==> src/rtl/regsel_pkg.sv <==
package regsel_pkg;
  typedef enum logic [2:0] {S_IDLE, S_ADDR, S_CMD, S_WDATA, S_RDATA} state_e;

  localparam int PTR_W = 2;
  localparam logic [PTR_W-1:0] PTR_IE   = 2'd0;
  localparam logic [PTR_W-1:0] PTR_CTRL = 2'd1;
  localparam logic [PTR_W-1:0] PTR_STAT = 2'd2;
  localparam int AI_BIT = 4;

  function automatic logic cmd_ok(input logic [7:0] c);
    return (c[7:5] == 3'b000) && (c[3:2] == 2'b00) && (c[1:0] != 2'b11);
  endfunction
endpackage

==> src/rtl/regsel_addr_match.sv <==
module regsel_addr_match #(
  parameter int FIX_W = 3,
  parameter logic [FIX_W-1:0] FIX_VAL = '1,
  parameter int STRAP_W = 4
) (
  input  logic [FIX_W+STRAP_W-1:0] addr_i,
  input  logic [STRAP_W-1:0]       strap_i,
  output logic                     hit_o
);
  assign hit_o = (addr_i == {FIX_VAL, strap_i});
endmodule

==> src/rtl/regsel_ptr.sv <==
module regsel_ptr
  import regsel_pkg::*;
(
  input  logic             clk_i,
  input  logic             rst_ni,
  input  logic             load_i,
  input  logic             ai_i,
  input  logic [PTR_W-1:0] ptr_i,
  input  logic             step_wr_i,
  input  logic             step_rd_i,
  output logic             ai_o,
  output logic [PTR_W-1:0] ptr_o
);
  logic             ai_q;
  logic [PTR_W-1:0] ptr_q;

  always_ff @(posedge clk_i or negedge rst_ni) begin
    if (!rst_ni) begin
      ai_q  <= 1'b0;
      ptr_q <= PTR_IE;
    end else if (load_i) begin
      ai_q  <= ai_i;
      ptr_q <= ptr_i;
    end else if (ai_q && step_wr_i) begin
      ptr_q <= (ptr_q == PTR_STAT) ? PTR_STAT : PTR_W'(ptr_q + 1'b1); // sticks on writes
    end else if (ai_q && step_rd_i) begin
      ptr_q <= (ptr_q == PTR_STAT) ? PTR_IE : PTR_W'(ptr_q + 1'b1);   // wraps on reads
    end
  end

  assign ai_o  = ai_q;
  assign ptr_o = ptr_q;

  p_ptr_legal_r3: assert property (@(posedge clk_i) disable iff (!rst_ni)
    ptr_q != 2'b11);
  p_rd_wrap_r6: assert property (@(posedge clk_i) disable iff (!rst_ni)
    (!load_i && !step_wr_i && step_rd_i && ai_q && ptr_q == PTR_STAT) |=> ptr_q == PTR_IE);
  p_wr_sat_r7: assert property (@(posedge clk_i) disable iff (!rst_ni)
    (!load_i && step_wr_i && ai_q && ptr_q == PTR_STAT) |=> ptr_q == PTR_STAT);
  p_hold_r8: assert property (@(posedge clk_i) disable iff (!rst_ni)
    (!load_i && !ai_q && (step_wr_i || step_rd_i)) |=> $stable(ptr_q));
endmodule

==> src/rtl/regsel_bank.sv <==
module regsel_bank
  import regsel_pkg::*;
#(
  parameter int DATA_W = 8
) (
  input  logic              clk_i,
  input  logic              rst_ni,
  input  logic              we_i,
  input  logic [PTR_W-1:0]  ptr_i,
  input  logic [DATA_W-1:0] wdata_i,
  input  logic [DATA_W-1:0] stat_i,
  output logic [DATA_W-1:0] ie_o,
  output logic [DATA_W-1:0] ctrl_o,
  output logic [DATA_W-1:0] rdata_o
);
  logic [DATA_W-1:0] ie_q, ctrl_q;

  always_ff @(posedge clk_i or negedge rst_ni) begin
    if (!rst_ni) begin
      ie_q   <= '0;
      ctrl_q <= '0;
    end else if (we_i) begin
      if (ptr_i == PTR_IE)   ie_q   <= wdata_i;
      if (ptr_i == PTR_CTRL) ctrl_q <= wdata_i;
    end
  end

  always_comb begin
    case (ptr_i)
      PTR_IE:   rdata_o = ie_q;
      PTR_CTRL: rdata_o = ctrl_q;
      default:  rdata_o = stat_i;
    endcase
  end

  assign ie_o   = ie_q;
  assign ctrl_o = ctrl_q;

  p_ro_hold_r5: assert property (@(posedge clk_i) disable iff (!rst_ni)
    !we_i |=> ($stable(ie_q) && $stable(ctrl_q)));
endmodule

==> src/rtl/regsel_slave.sv <==
module regsel_slave
  import regsel_pkg::*;
#(
  parameter int FIX_W = 3,
  parameter logic [FIX_W-1:0] FIX_VAL = '1,
  parameter int STRAP_W = 4
) (
  input  logic               clk_i,
  input  logic               rst_ni,
  input  logic               start_i,
  input  logic               stop_i,
  input  logic               rx_valid_i,
  input  logic [7:0]         rx_byte_i,
  input  logic               rd_done_i,
  input  logic [STRAP_W-1:0] strap_i,
  input  logic [7:0]         stat_i,
  output logic [7:0]         tx_byte_o,
  output logic               ack_valid_o,
  output logic               ack_o,
  output logic [7:0]         ie_o,
  output logic [7:0]         ctrl_o
);
  localparam int ADDR_W = FIX_W + STRAP_W;

  state_e           state_q;
  logic             ack_q, ack_valid_q;
  logic             hit, byte_in, load, wr_en, step_wr, step_rd, ai;
  logic [PTR_W-1:0] ptr;

  regsel_addr_match #(.FIX_W(FIX_W), .FIX_VAL(FIX_VAL), .STRAP_W(STRAP_W)) u_match (
    .addr_i (rx_byte_i[ADDR_W:1]),
    .strap_i(strap_i),
    .hit_o  (hit)
  );

  // a byte strobe counts only when no bus condition overrides it
  assign byte_in = rx_valid_i && !start_i && !stop_i;
  assign load    = byte_in && (state_q == S_CMD) && cmd_ok(rx_byte_i);
  assign step_wr = byte_in && (state_q == S_WDATA);
  assign wr_en   = step_wr && (ptr != PTR_STAT);
  assign step_rd = rd_done_i && !start_i && !stop_i && (state_q == S_RDATA);

  regsel_ptr u_ptr (
    .clk_i    (clk_i),
    .rst_ni   (rst_ni),
    .load_i   (load),
    .ai_i     (rx_byte_i[AI_BIT]),
    .ptr_i    (rx_byte_i[PTR_W-1:0]),
    .step_wr_i(step_wr),
    .step_rd_i(step_rd),
    .ai_o     (ai),
    .ptr_o    (ptr)
  );

  regsel_bank #(.DATA_W(8)) u_bank (
    .clk_i  (clk_i),
    .rst_ni (rst_ni),
    .we_i   (wr_en),
    .ptr_i  (ptr),
    .wdata_i(rx_byte_i),
    .stat_i (stat_i),
    .ie_o   (ie_o),
    .ctrl_o (ctrl_o),
    .rdata_o(tx_byte_o)
  );

  always_ff @(posedge clk_i or negedge rst_ni) begin
    if (!rst_ni) begin
      state_q     <= S_IDLE;
      ack_q       <= 1'b0;
      ack_valid_q <= 1'b0;
    end else begin
      ack_valid_q <= 1'b0;
      if (start_i) begin
        state_q <= S_ADDR;
      end else if (stop_i) begin
        state_q <= S_IDLE;
      end else if (rx_valid_i) begin
        case (state_q)
          S_ADDR: begin
            ack_valid_q <= 1'b1;
            ack_q       <= hit;
            state_q     <= !hit ? S_IDLE : (rx_byte_i[0] ? S_RDATA : S_CMD);
          end
          S_CMD: begin
            ack_valid_q <= 1'b1;
            ack_q       <= cmd_ok(rx_byte_i);
            state_q     <= cmd_ok(rx_byte_i) ? S_WDATA : S_IDLE;
          end
          S_WDATA: begin
            ack_valid_q <= 1'b1;
            ack_q       <= (ptr != PTR_STAT);
            state_q     <= (ptr != PTR_STAT) ? S_WDATA : S_IDLE;
          end
          default: ;
        endcase
      end
    end
  end

  assign ack_o       = ack_q;
  assign ack_valid_o = ack_valid_q;

  p_miss_idle_r1: assert property (@(posedge clk_i) disable iff (!rst_ni)
    (byte_in && state_q == S_ADDR && !hit) |=> (state_q == S_IDLE && !ack_o));
  p_nack_stat_r5: assert property (@(posedge clk_i) disable iff (!rst_ni)
    (byte_in && state_q == S_WDATA && ptr == PTR_STAT) |=> (ack_valid_o && !ack_o));
  p_ack_slot_r11: assert property (@(posedge clk_i) disable iff (!rst_ni)
    ack_valid_o |-> $past(rx_valid_i));
  p_ai_loaded_r3: assert property (@(posedge clk_i) disable iff (!rst_ni)
    load |=> ai == $past(rx_byte_i[AI_BIT]));
endmodule

==> config.mk <==
export PLATFORM = sky130hd
export DESIGN_NAME = regsel_slave
export DESIGN_NICKNAME = d
export VERILOG_FILES = /design/src/rtl/regsel_pkg.sv /design/src/rtl/regsel_addr_match.sv /design/src/rtl/regsel_ptr.sv /design/src/rtl/regsel_bank.sv /design/src/rtl/regsel_slave.sv
export SDC_FILE = /design/constraint.sdc
export NUM_CORES = 1
export LEC_CHECK = 0
export ABC_CLOCK_PERIOD_IN_PS = 1640
export BUFFER_PORTS_ARGS = -buffer_cell sky130_fd_sc_hd__clkbuf_2
export CAP_MARGIN = 20
export CORE_MARGIN = 8
export CORE_UTILIZATION = 41
export CTS_BUF_LIST = sky130_fd_sc_hd__clkbuf_8 sky130_fd_sc_hd__clkbuf_16
export DETAILED_ROUTE_END_ITERATION = 8
export GPL_TIMING_DRIVEN = 0
export PLACE_DENSITY = 0.72
export SYNTH_ARGS = -nofsm -noshare
export SYNTH_HDL_FRONTEND = slang
export SYNTH_SLANG_ARGS = --single-unit
==> constraint.sdc <==
create_clock -name clk_i -period 1.64 [get_ports clk_i]
set_input_delay 0.328 -clock clk_i [delete_from_list [all_inputs] [get_ports clk_i]]
set_output_delay 0.328 -clock clk_i [all_outputs]
set_load 0.01 [all_outputs]
==> results_dict.tcl <==
set metrics [dict create \
    num_antenna_cells 0 \
    die_x_um 73.0 \
    yosysTopAreaCellShare_pct 45.0 \
    final.period_utilization_pct 108 \
    cts_tree "built" \
    gr-total-overflow 0 \
    switching_share_pct 21.7 \
    report.final.slew_viol_count 0 \
    syn-num-nets 145 \
    use_met3_pct 3.02 \
    run_status "finished, violations left" \
    grt_max_degree 25 \
    yosys.area.top_type "dfrtp_1" \
    clk_latency_ns 0.26 \
    path_class "reg2reg" \
    path_cells "or4_4 > a2111oi_4 > buf_4 > a21oi_1 > a21o_1" \
    holdWs_ns 0.0556 \
    crit_slowest_cell "dfrtp_2" \
    num_rows 20 \
    die_h_um 73.0 \
    cts.sinks 24 \
    synth_async_sr_flop_share_pct 100 \
    drc 0 \
    h-tree-depth 1 \
    nNetsFinal 215 \
    p_sw_w 0.000275 \
    io_buffers 51 \
    core_area_um2 3080 \
    area_growth_pct 48.2 \
    grtUsageMet2_pct 25.3 \
    ios 52 \
    totalWireLength_um 3840 \
    max_freq_ghz 0.567 \
    dp_hpwl_um 2710 \
    busiest_layer "met2" \
    start_util_pct 43.3 \
    yosysUniqueCellTypes 35 \
    grt_pass1_vias 1346 \
    skew_ns 0.00573 \
    grt_setup_unrepaired "yes" \
    ys_ff_latch 24 \
    synth_area_leaders "dfrtp_1 45%, mux2_2 14%, mux2i_1 6.0%" \
    p_seq_share_pct 48.1 \
    power_density_nw_per_um2 639 \
    layout_min_cycle_time_ns 1.76 \
    cp-end-kind "register" \
    p_leak_nw 0.980 \
    tightest_slew_ns 0.605 \
    maxCapViolations 0 \
    root_buffer "clkbuf_8" \
    clockBufferDepth 2 \
    ir_drop_mv 0.484 \
    gp_congestion 0.810 \
    vias_per_cell 5.33 \
    hold_violations 0 \
    met1_usage_pct 17.5 \
    rrSetupSlack_ns -0.12 \
    wire_per_inst_um 16.5 \
    power_frac_comb_pct 11.3 \
    hp-class "in2async" \
    power.internal_w 0.000989 \
    syn_area_um2 1330 \
    fin_ws_ns -0.124 \
    tns_ns -0.817 \
    path_max_fanout 7 \
    cp-start-kind "register" \
    worstPathRequired_ns 1.80 \
    r2r-start "state_q[0]" \
    setup_violations 14 \
    clkPwrFrac_pct 40.6 \
    p_total_w 0.00126 \
    antenna_found_initial 0 \
    final_layout_size_suffix_gt1_share_pct 56.4 \
    arrival_ns 1.93 \
    max_slew_margin_pct 59.7 \
    drt_iter0_markers 43 \
    final_antenna_net_count 0 \
    dr.pass1.iters 4 \
    synth_edf_count 0 \
    ys.flop_type "dfrtp_1" \
    cts_buffers 3 \
    clk_pin_slew_worst_paths_ns 0.09 \
    fp.dieArea_um2 5330 \
    ys_seq_area_share_pct 45.0 \
    r2r_cells 5 \
    violations "negative setup slack" \
    grt_pass1_wl_um 6320 \
    timing.rr.end "u_ptr.ptr_o[0]" \
    yosysWarnings 0 \
    critical-path-max-stage-delay_ns 0.48 \
    vias 1236 \
    grtUsageTotal_pct 14.9 \
    avgSynthCellArea_um2 11.2 \
    netlist_instances 119 \
]
what timing repair did:
item	4_1_cts	5_1_grt
hold buffers	0	0
pin swaps	6	9
endpoints found under the setup margin	31	31
resized for setup	32	20
setup buffers	10	4
worst max path at each step:
stage	from	depth (start not counted)	slack (ns)	endpoint
floorplan	state_q[2]	4	-0.03	u_bank.ctrl_o[0]
global placement	stop_i	5	-0.36	u_bank.ctrl_o[5]
detailed placement	stop_i	5	-0.41	u_bank.ctrl_o[2]
CTS	state_q[2]	5	-0.15	u_bank.ctrl_o[5]
global route	state_q[0]	5	-0.18	u_ptr.ptr_o[1]
finish	state_q[0]	5	-0.12	u_ptr.ptr_o[0]
worst max-delay path: cells and delay by family (launching register included):
family | cells | cell delay [ns]
buf+inv | 1 | 0.19
compound gates | 3 | 0.51
simple gates | 1 | 0.48
flops | 1 | 0.48
registers in the layout, summed over array words and instances (netlist names):
register,count
u_ptr.ptr_o,2
ack_valid_o,1
u_bank.ctrl_o,8
u_bank.ie_o,8
ack_o,1
state_q,3
u_ptr.ai_o,1
synthesized netlist by cell type (3+ instances only):
master,number
mux2_2,16
inv_1,6
mux2i_1,8
nor2_1,3
nand2_1,11
nand4_1,3
dfrtp_1,24
xnor2_1,4
o21ai_0,12
nand3_1,3
metal layers:
layer / part of all wire, % / wire [um]
met4: 0.96 / 37
met3: 3.4 / 130
met2: 52 / 1980
met5: 0 / 0
met1: 44 / 1690
logic make-up after synthesis:
family	share of synthesized area [%]
compound gates	12.4
buf+inv	2.53
xor+xnor	2.63
flops	45.0
mux	19.5
simple gates	17.9
power by group through the flow:
stage,Sequential [W],Clock [W],Combinational (W)
6_report,0.000607,0.000514,0.000143
5_1_grt,0.000609,0.000538,0.000158
4_1_cts,0.000606,0.000517,0.000133
3_5_place_dp,0.000618,0,0.000125
3_3_place_gp,0.000617,0,0.000123
2_1_floorplan,0.000619,0,0.0000425
layout make-up:
| class | instances | area [um^2] |
|---|---|---|
| repair buffers | 65 | 384 |
| clock inverters | 1 | 30.0 |
| fillers | 233 | 1100 |
| well taps | 44 | 55.1 |
| flip-flops and latches | 24 | 604 |
| clock buffers | 3 | 41.3 |
| multi-input cells | 86 | 798 |
| plain buffers | 3 | 41.3 |
| inverters | 6 | 22.5 |
per-stage QoR:
stage                     instance area (um^2)  worst slack (ns)  util [%]  cells
final                                     1980            -0.124      64.2    232
after global routing                      1980            -0.179      64.2    232
after CTS                                 1900            -0.147      61.8    228
after detailed placement                  1650            -0.406      53.6    214
after global placement                    1650            -0.358      53.6    214
after floorplan                           1340           -0.0300         -    119
placed cells by master (no fill, tap or decap), types with 3 or more instances in the layout:
cell and count:
clkbuf_8 3, mux2_4 16, buf_6 4, clkbuf_2 49, nor2_1 3, o21ai_1 8, nand2_1 11, dfrtp_2 3
inv_1 6, nand4_1 3, buf_4 10, dfrtp_1 21, xnor2_1 4, mux2i_1 8
(Power assumes the default switching activity.)
